[src/rtl/tx_fifo_pkg.sv]
package tx_fifo_pkg;
  localparam int unsigned DEF_BUS_W  = 16;
  localparam int unsigned DEF_WORD_W = 31;
  localparam int unsigned DEF_DEPTH  = 8;

  typedef enum logic {
    HALF_IDLE = 1'b0,
    HALF_PEND = 1'b1
  } half_state_e;
endpackage

[src/rtl/tx_half_asm.sv]
module tx_half_asm
  import tx_fifo_pkg::*;
#(
  parameter int unsigned BUS_W  = DEF_BUS_W,
  parameter int unsigned WORD_W = DEF_WORD_W
) (
  input  logic              clk_i,
  input  logic              rst_ni,
  input  logic [BUS_W-1:0]  bus_i,
  input  logic              ld_lo_i,
  input  logic              ld_hi_i,
  input  logic              block_i,
  output logic              push_o,
  output logic [WORD_W-1:0] word_o
);
  localparam int unsigned HI_W = WORD_W - BUS_W;

  half_state_e          state_q;
  logic [BUS_W-1:0]     lo_q;

  assign push_o = ld_hi_i && (state_q == HALF_PEND) && !block_i;
  assign word_o = {bus_i[HI_W-1:0], lo_q};

  always_ff @(posedge clk_i or negedge rst_ni) begin
    if (!rst_ni) begin
      state_q <= HALF_IDLE;
      lo_q    <= '0;
    end else if (!block_i) begin
      // a fresh low half wins over the completion in the same cycle
      if (ld_lo_i) begin
        state_q <= HALF_PEND;
        lo_q    <= bus_i;
      end else if (push_o) begin
        state_q <= HALF_IDLE;
      end
    end
  end
endmodule

[src/rtl/tx_fifo_ptrs.sv]
module tx_fifo_ptrs #(
  parameter int unsigned DEPTH = 8,
  parameter int unsigned PTR_W = $clog2(DEPTH),
  parameter int unsigned CNT_W = $clog2(DEPTH + 1)
) (
  input  logic             clk_i,
  input  logic             rst_ni,
  input  logic             push_i,
  input  logic             pop_i,
  output logic [PTR_W-1:0] wr_ptr_o,
  output logic [PTR_W-1:0] rd_ptr_o,
  output logic [CNT_W-1:0] count_o,
  output logic             empty_o,
  output logic             full_o
);
  localparam logic [PTR_W-1:0] LAST = PTR_W'(DEPTH - 1);
  localparam logic [CNT_W-1:0] FULL = CNT_W'(DEPTH);

  logic [PTR_W-1:0] wr_q, rd_q;
  logic [CNT_W-1:0] cnt_q;
  logic             do_pop;

  assign empty_o = (cnt_q == '0);
  assign full_o  = (cnt_q == FULL);
  assign do_pop  = pop_i && !empty_o;

  always_ff @(posedge clk_i or negedge rst_ni) begin
    if (!rst_ni) begin
      wr_q  <= '0;
      rd_q  <= '0;
      cnt_q <= '0;
    end else begin
      if (push_i) wr_q <= (wr_q == LAST) ? '0 : wr_q + 1'b1;
      if (do_pop) rd_q <= (rd_q == LAST) ? '0 : rd_q + 1'b1;
      case ({push_i, do_pop})
        2'b10:   cnt_q <= cnt_q + 1'b1;
        2'b01:   cnt_q <= cnt_q - 1'b1;
        default: cnt_q <= cnt_q;
      endcase
    end
  end

  assign wr_ptr_o = wr_q;
  assign rd_ptr_o = rd_q;
  assign count_o  = cnt_q;
endmodule

[src/rtl/tx_word_mem.sv]
module tx_word_mem #(
  parameter int unsigned WORD_W = 31,
  parameter int unsigned DEPTH  = 8,
  parameter int unsigned PTR_W  = $clog2(DEPTH)
) (
  input  logic              clk_i,
  input  logic              wr_en_i,
  input  logic [PTR_W-1:0]  wr_ptr_i,
  input  logic [WORD_W-1:0] wr_data_i,
  input  logic [PTR_W-1:0]  rd_ptr_i,
  output logic [WORD_W-1:0] rd_data_o
);
  logic [WORD_W-1:0] slot_q [DEPTH];

  for (genvar i = 0; i < DEPTH; i++) begin : g_slot
    always_ff @(posedge clk_i) begin
      if (wr_en_i && (wr_ptr_i == PTR_W'(i))) slot_q[i] <= wr_data_i;
    end
  end

  assign rd_data_o = slot_q[rd_ptr_i];
endmodule

[src/rtl/tx_word_fifo.sv]
module tx_word_fifo
  import tx_fifo_pkg::*;
#(
  parameter int unsigned BUS_W  = DEF_BUS_W,
  parameter int unsigned WORD_W = DEF_WORD_W,
  parameter int unsigned DEPTH  = DEF_DEPTH,
  localparam int unsigned PTR_W = $clog2(DEPTH),
  localparam int unsigned CNT_W = $clog2(DEPTH + 1)
) (
  input  logic              clk_i,
  input  logic              rst_ni,
  input  logic [BUS_W-1:0]  bus_i,
  input  logic              ld_lo_i,
  input  logic              ld_hi_i,
  input  logic              pop_i,
  output logic [WORD_W-1:0] word_o,
  output logic [CNT_W-1:0]  count_o,
  output logic              ready_o,
  output logic              full_o
);
  logic              push;
  logic [WORD_W-1:0] push_word;
  logic [PTR_W-1:0]  wr_ptr, rd_ptr;
  logic              empty, full;

  tx_half_asm #(.BUS_W(BUS_W), .WORD_W(WORD_W)) u_asm (
    .clk_i   (clk_i),
    .rst_ni  (rst_ni),
    .bus_i   (bus_i),
    .ld_lo_i (ld_lo_i),
    .ld_hi_i (ld_hi_i),
    .block_i (full),
    .push_o  (push),
    .word_o  (push_word)
  );

  tx_fifo_ptrs #(.DEPTH(DEPTH)) u_ptrs (
    .clk_i    (clk_i),
    .rst_ni   (rst_ni),
    .push_i   (push),
    .pop_i    (pop_i),
    .wr_ptr_o (wr_ptr),
    .rd_ptr_o (rd_ptr),
    .count_o  (count_o),
    .empty_o  (empty),
    .full_o   (full)
  );

  tx_word_mem #(.WORD_W(WORD_W), .DEPTH(DEPTH)) u_mem (
    .clk_i     (clk_i),
    .wr_en_i   (push),
    .wr_ptr_i  (wr_ptr),
    .wr_data_i (push_word),
    .rd_ptr_i  (rd_ptr),
    .rd_data_o (word_o)
  );

  assign ready_o = empty;
  assign full_o  = full;
endmodule

[config.mk]
export PLATFORM = sky130hd
export DESIGN_NAME = tx_word_fifo
export DESIGN_NICKNAME = d
export VERILOG_FILES = /design/src/rtl/tx_fifo_pkg.sv /design/src/rtl/tx_half_asm.sv /design/src/rtl/tx_fifo_ptrs.sv /design/src/rtl/tx_word_mem.sv /design/src/rtl/tx_word_fifo.sv
export SDC_FILE = /design/constraint.sdc
export NUM_CORES = 1
export LEC_CHECK = 0
export BUFFER_PORTS_ARGS = -buffer_cell sky130_fd_sc_hd__buf_2
export CAP_MARGIN = 10
export CORE_AREA = 8 8 120 205
export DETAILED_ROUTE_END_ITERATION = 8
export DIE_AREA = 0 0 128 213
export PLACE_DENSITY = 0.68
export SKIP_LAST_GASP = 1
export SLEW_MARGIN = 10
export SYNTH_ARGS = -nofsm -noshare
export SYNTH_HDL_FRONTEND = slang
export SYNTH_SLANG_ARGS = --single-unit
[constraint.sdc]
create_clock -name clk_i -period 4.9 [get_ports clk_i]
set_input_delay 1.47 -clock clk_i [delete_from_list [all_inputs] [get_ports clk_i]]
set_output_delay 1.47 -clock clk_i [all_outputs]
set_load 0.03 [all_outputs]
Yosys cells after proc, flatten, opt, wreduce, memory -nomap -nowiden
Memories as Yosys holds them, arrays and structs flattened.
Cells that the tools add are included.
- memories kept: 1
- input bits: 21
- logic and storage cells: 90
- output and inout bits: 37
- latch bits: 0
- bits in read-only memories: 0
- flip-flop bits (word level): 27
- bits in writable memories: 248
- $lt $le $gt $ge: 0
- bitwise gates (word level): 1
- add/sub/neg operators: 4
- reductions and logical operators: 26
- mux-type cells: 42
- divide/modulo/power cells: 0
- multipliers: 0
- shift operators: 0
- eq/ne operators: 11
- memory list (memory ; words ; bits a word ; read ports ; clocked after memory_dff ; write ports ; line ; source):
    u_mem.slot_q ; 8 ; 31 ; 1 ; 0 ; 1 ; tx_word_mem.sv:13 ; logic [WORD_W-1:0] slot_q [DEPTH];
- operators with widths (operator ; count):
    $mux W31 ; 7
    $reduce_or A31 Y1 ; 7
    $mux W3 ; 9
    $mux W1 ; 25
    $eq A3 B3 Y1 const B ; 5
    $logic_and A1 B1 Y1 ; 11
    $pmux W4 S2 ; 1
    $add A3 B1 Y3 const B ; 2
    $eq A3 B2 Y1 const B ; 2
    $add A4 B1 Y4 const B ; 1
    $eq A4 B4 Y1 const B ; 1
    $logic_not A4 Y1 ; 1
    $reduce_and A2 Y1 ; 2
    $reduce_bool A2 Y1 ; 2
    $sub A4 B1 Y4 const B ; 1
    $eq A3 B1 Y1 const B ; 1
    $logic_not A3 Y1 ; 1
    $eq A2 B1 Y1 const B ; 1
    $eq A2 B2 Y1 const B ; 1
    $logic_not A1 Y1 ; 2
    $not A1 Y1 ; 1

Depth between registers and ports, before layout
- word-level depth: 14
- gate-level depth with buffers: 10
- depth with buffers taken out: 8

By module
Synthesis repeated with hierarchy kept, for this count alone.
- cells, all modules: 482
- area total of the unflattened synthesis: 11044.3 um2
- modules (own cells, without submodules) (module ; cells each ; times used ; area each (um2) ; seq. area each (um2)):
    tx_word_mem ; 371 ; 1 ; 9600.5 ; 7447.1
    tx_half_asm ; 55 ; 1 ; 805.8 ; 425.4
    tx_fifo_ptrs ; 56 ; 1 ; 638.1 ; 250.2

Worst setup path before layout
OpenSTA, ideal clock, no wires.
- kind: input-to-reg
- start point: in ld_hi_i
- end point: reg u_ptrs.cnt_q[3], in the netlist u_ptrs.count_o[3]
- buffers on the path: 1
- setup time: 0.134 ns
- data required time: 4.766 ns
- arrival time: 3.248 ns
- stages: 8
- setup slack: 1.518 ns
- path through: and3_4 buf_6 inv_1 ha_1 ha_1 or4b_2 o311ai_0 o211ai_1
- cells in the longest elaborated chain, start to end: 4
- elaborated cells between the ends (all ways): 6
- those cells by class: eq/ne (2); mux (1); reduce/logical (3)
- RTL lines (element ; line ; source):
    start: declaration ; tx_word_fifo.sv:14 ; input logic ld_hi_i,
    $logic_and A1 B1 Y1 (*) (2 in a row) ; tx_half_asm.sv:21 ; assign push_o = ld_hi_i && (state_q == HALF_PEND) && !block_i;
    $eq A2 B1 Y1 or $eq A2 B2 Y1 (tied branches) ; tx_fifo_ptrs.sv:35 ; case ({push_i, do_pop})
    $pmux W4 S2 or $reduce_bool A2 Y1 (tied branches) ; - ;
    end signal: assignment ; tx_fifo_ptrs.sv:36 ; 2'b10: cnt_q <= cnt_q + 1'b1;
    end signal: assignment ; tx_fifo_ptrs.sv:37 ; 2'b01: cnt_q <= cnt_q - 1'b1;
    end signal: assignment ; tx_fifo_ptrs.sv:38 ; default: cnt_q <= cnt_q;
    end: declaration ; tx_fifo_ptrs.sv:20 ; logic [CNT_W-1:0] cnt_q;
Every way passes the cells marked *; elsewhere a longest branch is shown, timed or not.
A chain may end at the register's enable or synchronous reset.

Final worst setup path
- start point: reg u_ptrs.rd_q[0], in the netlist u_ptrs.rd_ptr_o[0]
- end point: out word_o[23]
- cells in the longest elaborated chain, start to end: 1
- RTL lines (element ; line ; source):
    start: declaration ; tx_fifo_ptrs.sv:19 ; logic [PTR_W-1:0] wr_q, rd_q;
    start signal: assignment ; tx_fifo_ptrs.sv:34 ; if (do_pop) rd_q <= (rd_q == LAST) ? '0 : rd_q + 1'b1;
    $mem_v2 Z8 W31 ; - ;
    end: declaration ; tx_word_fifo.sv:16 ; output logic [WORD_W-1:0] word_o,
No other way between the ends.

==> qor.txt <==
status = finished clean
RSZ-0062 raised after global routing = false
post-synthesis sequential area ratio = 76.1%
Most used DFF post-synth = edfxtp_1
final WL = 19800 um
PD cells = 617 nW/um2
final hold vios = 0
Post-CTS Hold Fix Bufs = 0
Total GRT Usage = 15.2%
crit-path max FO = 31
Worst setup EP type = output port
Slew headroom = 44.2%
crit share post-route = 84.0%
Resize count post-CTS = 0
mapped cell area = 10700 um2
DR pass1 iterations = 6
CTS Sinks = 275
Yosys reg bits = 275
initial DRC count = 275
Starting Density = 49.0%
area share of the largest cell type after synthesis = 69.7%
Worst Setup Start Kind = register
leakage power = 4.10 nW
Clk Latency, worst-skew pair = 520 ps
Post-synth EDFFs = 248
fin. max-slew vios = 0
average size of a mapped cell = 22.7 um2
total power = 7.48 mW
core area = 21800 um2
Min Hold Slack = 550 ps
worst-margin pin slew = 836 ps
fin nets = 579
initial antenna violation count = 1
fmax = 243 MHz
first-pass GRT wire length = 31300 um
cell breakdown of the critical path = buf_12, mux4_2, mux2_2, buf_2
clk slew on worst S/H paths = 70 ps
clk_skew = 19.5 ps
IR drop worst, VDD = 0.000486 V
Routed WL per cell = 23.0 um
CP Class = reg -> out
row count = 72
Post-CTS Setup Repair Bufs = 0
Final GP Congestion = 0.684
root buf cell = clkbuf_16
GRT Residual Overflow = 0
post-route ant nets = 0
Worst R2R Setup Slack = 1810 ps
Num CTS Buffers = 24
Crit path arrival time = 2640 ps
Setup TNS = 0 ps
die footprint = 27300 um2
Post-synth ARST share = 9.82%
Slowest Stage Delay on Critical Path = 750 ps
Final setup viols = 0
vias in the first global route = 5356
H-tree depth = 1
Vias = 4785
worst path required time = 3430 ps
Post-Syn Nets = 503
minimum clock period = 4110 ps
Crit path buffers/inverters = 2
top cell family by delay on the critical path = multiplexers
largest net degree at the start of global routing = 35
Vias/cell = 5.56
Distinct cells, synth = 34
DRC = 0
Worst path slowest cell = dfrtp_4
area growth from synthesis to layout = 13.7%
Hold Crit Class = reg -> reg
post-DP HPWL = 11500 um
final instance area = 12100 um2
max-cap violation count = 0
synth warn = 0
I/O Buffers = 57
synth top area cells = edfxtp_1 70%, mux4_2 13%, dfrtp_1 6.3%, mux2_2 5.4%, ha_1 1.3%
Placed Area = 11400 um2
Longest Clk Path Bufs = 3
io pins = 58
share of post-route cells with drive strength above 1 = 40.4%
Die W = 128 um
area leader, netlist = edfxtp_1
Mapped Cells = 470
CTS tree = yes
Die Y-Extent = 213 um
-- cells in the final DEF (no fill, tap or decap), drive strengths merged, types with 2 or more instances in the layout --
cell type / netlist / routed
clkbuf: 10 / 29
o21ai: 3 / 3
or4b: 2 / 2
nor3b: 3 / 3
dfrtp: 27 / 27
mux4: 62 / 62
a21oi: 2 / 2
buf: 12 / 72
inv: 11 / 11
clkinvlp: 0 / 2
mux2: 51 / 51
nand2: 3 / 3
clkinv: 0 / 11
mux2i: 2 / 2
bufinv: 0 / 2
ha: 11 / 11
and3: 7 / 7
edfxtp: 248 / 248
and2: 2 / 2
nand3: 2 / 2
-- synth_stat cells (3+ instances only) --
cell type,instances
edfxtp_1,248
mux4_2,62
mux2_2,51
dfrtp_1,27
ha_1,11
inv_1,11
clkbuf_1,10
buf_2,7
and3_1,6
buf_6,3
nor3b_1,3
o21ai_0,3
-- routing by layer --
metal  vias to the layer above  part of all wire [%]  GRT usage, %
li1                       2093                     -             -
met1                      2547                    39          18.0
met2                       110                    54          27.5
met3                        35                   3.8          2.38
met4                         0                   2.3          4.86
met5                         -                     0             0
-- final cells by class --
type / instances / area, um2
Fill cell: 1647 / 9660
Sequential cell: 275 / 8130
Multi-Input combinational cell: 162 / 2400
Clock buffer: 29 / 639
Timing Repair Buffer: 72 / 423
Tap cell: 296 / 370
Clock inverter: 15 / 135
Inverter: 11 / 41.3
Antenna cell: 1 / 2.50
-- worst reg2reg max path, cell delays in order (launching register included) --
cell	delay [ps]
dfrtp_1	490
or4b_4	600
and3_4	260
inv_1	70
ha_1	320
ha_1	360
or4b_2	640
o311ai_0	120
o211ai_1	120
-- flip-flops by register name, summed over array words and instances, names as in the netlist --
register         count
u_asm.state_q        1
u_mem.slot_q       248
u_ptrs.rd_ptr_o      3
u_asm.lo_q          16
u_ptrs.wr_ptr_o      3
u_ptrs.count_o       4
-- where the power goes --
part	total, mW	internal, mW	leakage (nW)	switching (mW)
Combinational	2.41	1.06	1.17	1.35
Sequential	3.24	2.98	2.56	0.264
Clock	1.83	1.04	0.377	0.792
-- cell families (layout without fill, tap and decap cells) --
| kind of cell | count (synthesis) | in the layout | share of synthesized area [%] |
|---|---|---|---|
| flip-flops | 275 | 275 | 76.1 |
| multiplexers | 115 | 115 | 18.6 |
| buffers and inverters | 33 | 127 | 1.45 |
| AND/OR/NAND/NOR | 23 | 23 | 1.48 |
| adder cells (fa/ha/maj) | 12 | 12 | 1.48 |
| AO/OA/AOI/OAI | 10 | 10 | 0.715 |
| XOR/XNOR | 2 | 2 | 0.164 |
| other | 0 | 1 | 0 |
-- metrics by stage --
step / worst slack (ps) / instances / util, %
final: 786 / 861 / 55.7
after detailed placement: 1280 / 816 / 52.1
after global routing: 629 / 861 / 55.7
after global placement: 1280 / 816 / 52.1
after floorplan: 1520 / 470 / -
after CTS: 714 / 860 / 55.7
-- final timing paths --
kind | end | start | cells after the start
worst max register to register | u_ptrs.count_o[3] | u_ptrs.count_o[0] | 8
max in group asynchronous | u_ptrs.rd_ptr_o[0] | rst_ni | 1
worst min-delay path | u_asm.state_q | u_asm.state_q | 2
worst min register to register | u_asm.state_q | u_asm.state_q | 2
worst max-delay path | word_o[23] | u_ptrs.rd_ptr_o[0] | 4
min in group asynchronous | u_asm.lo_q[3] | rst_ni | 1
(Power assumes the default switching activity.)
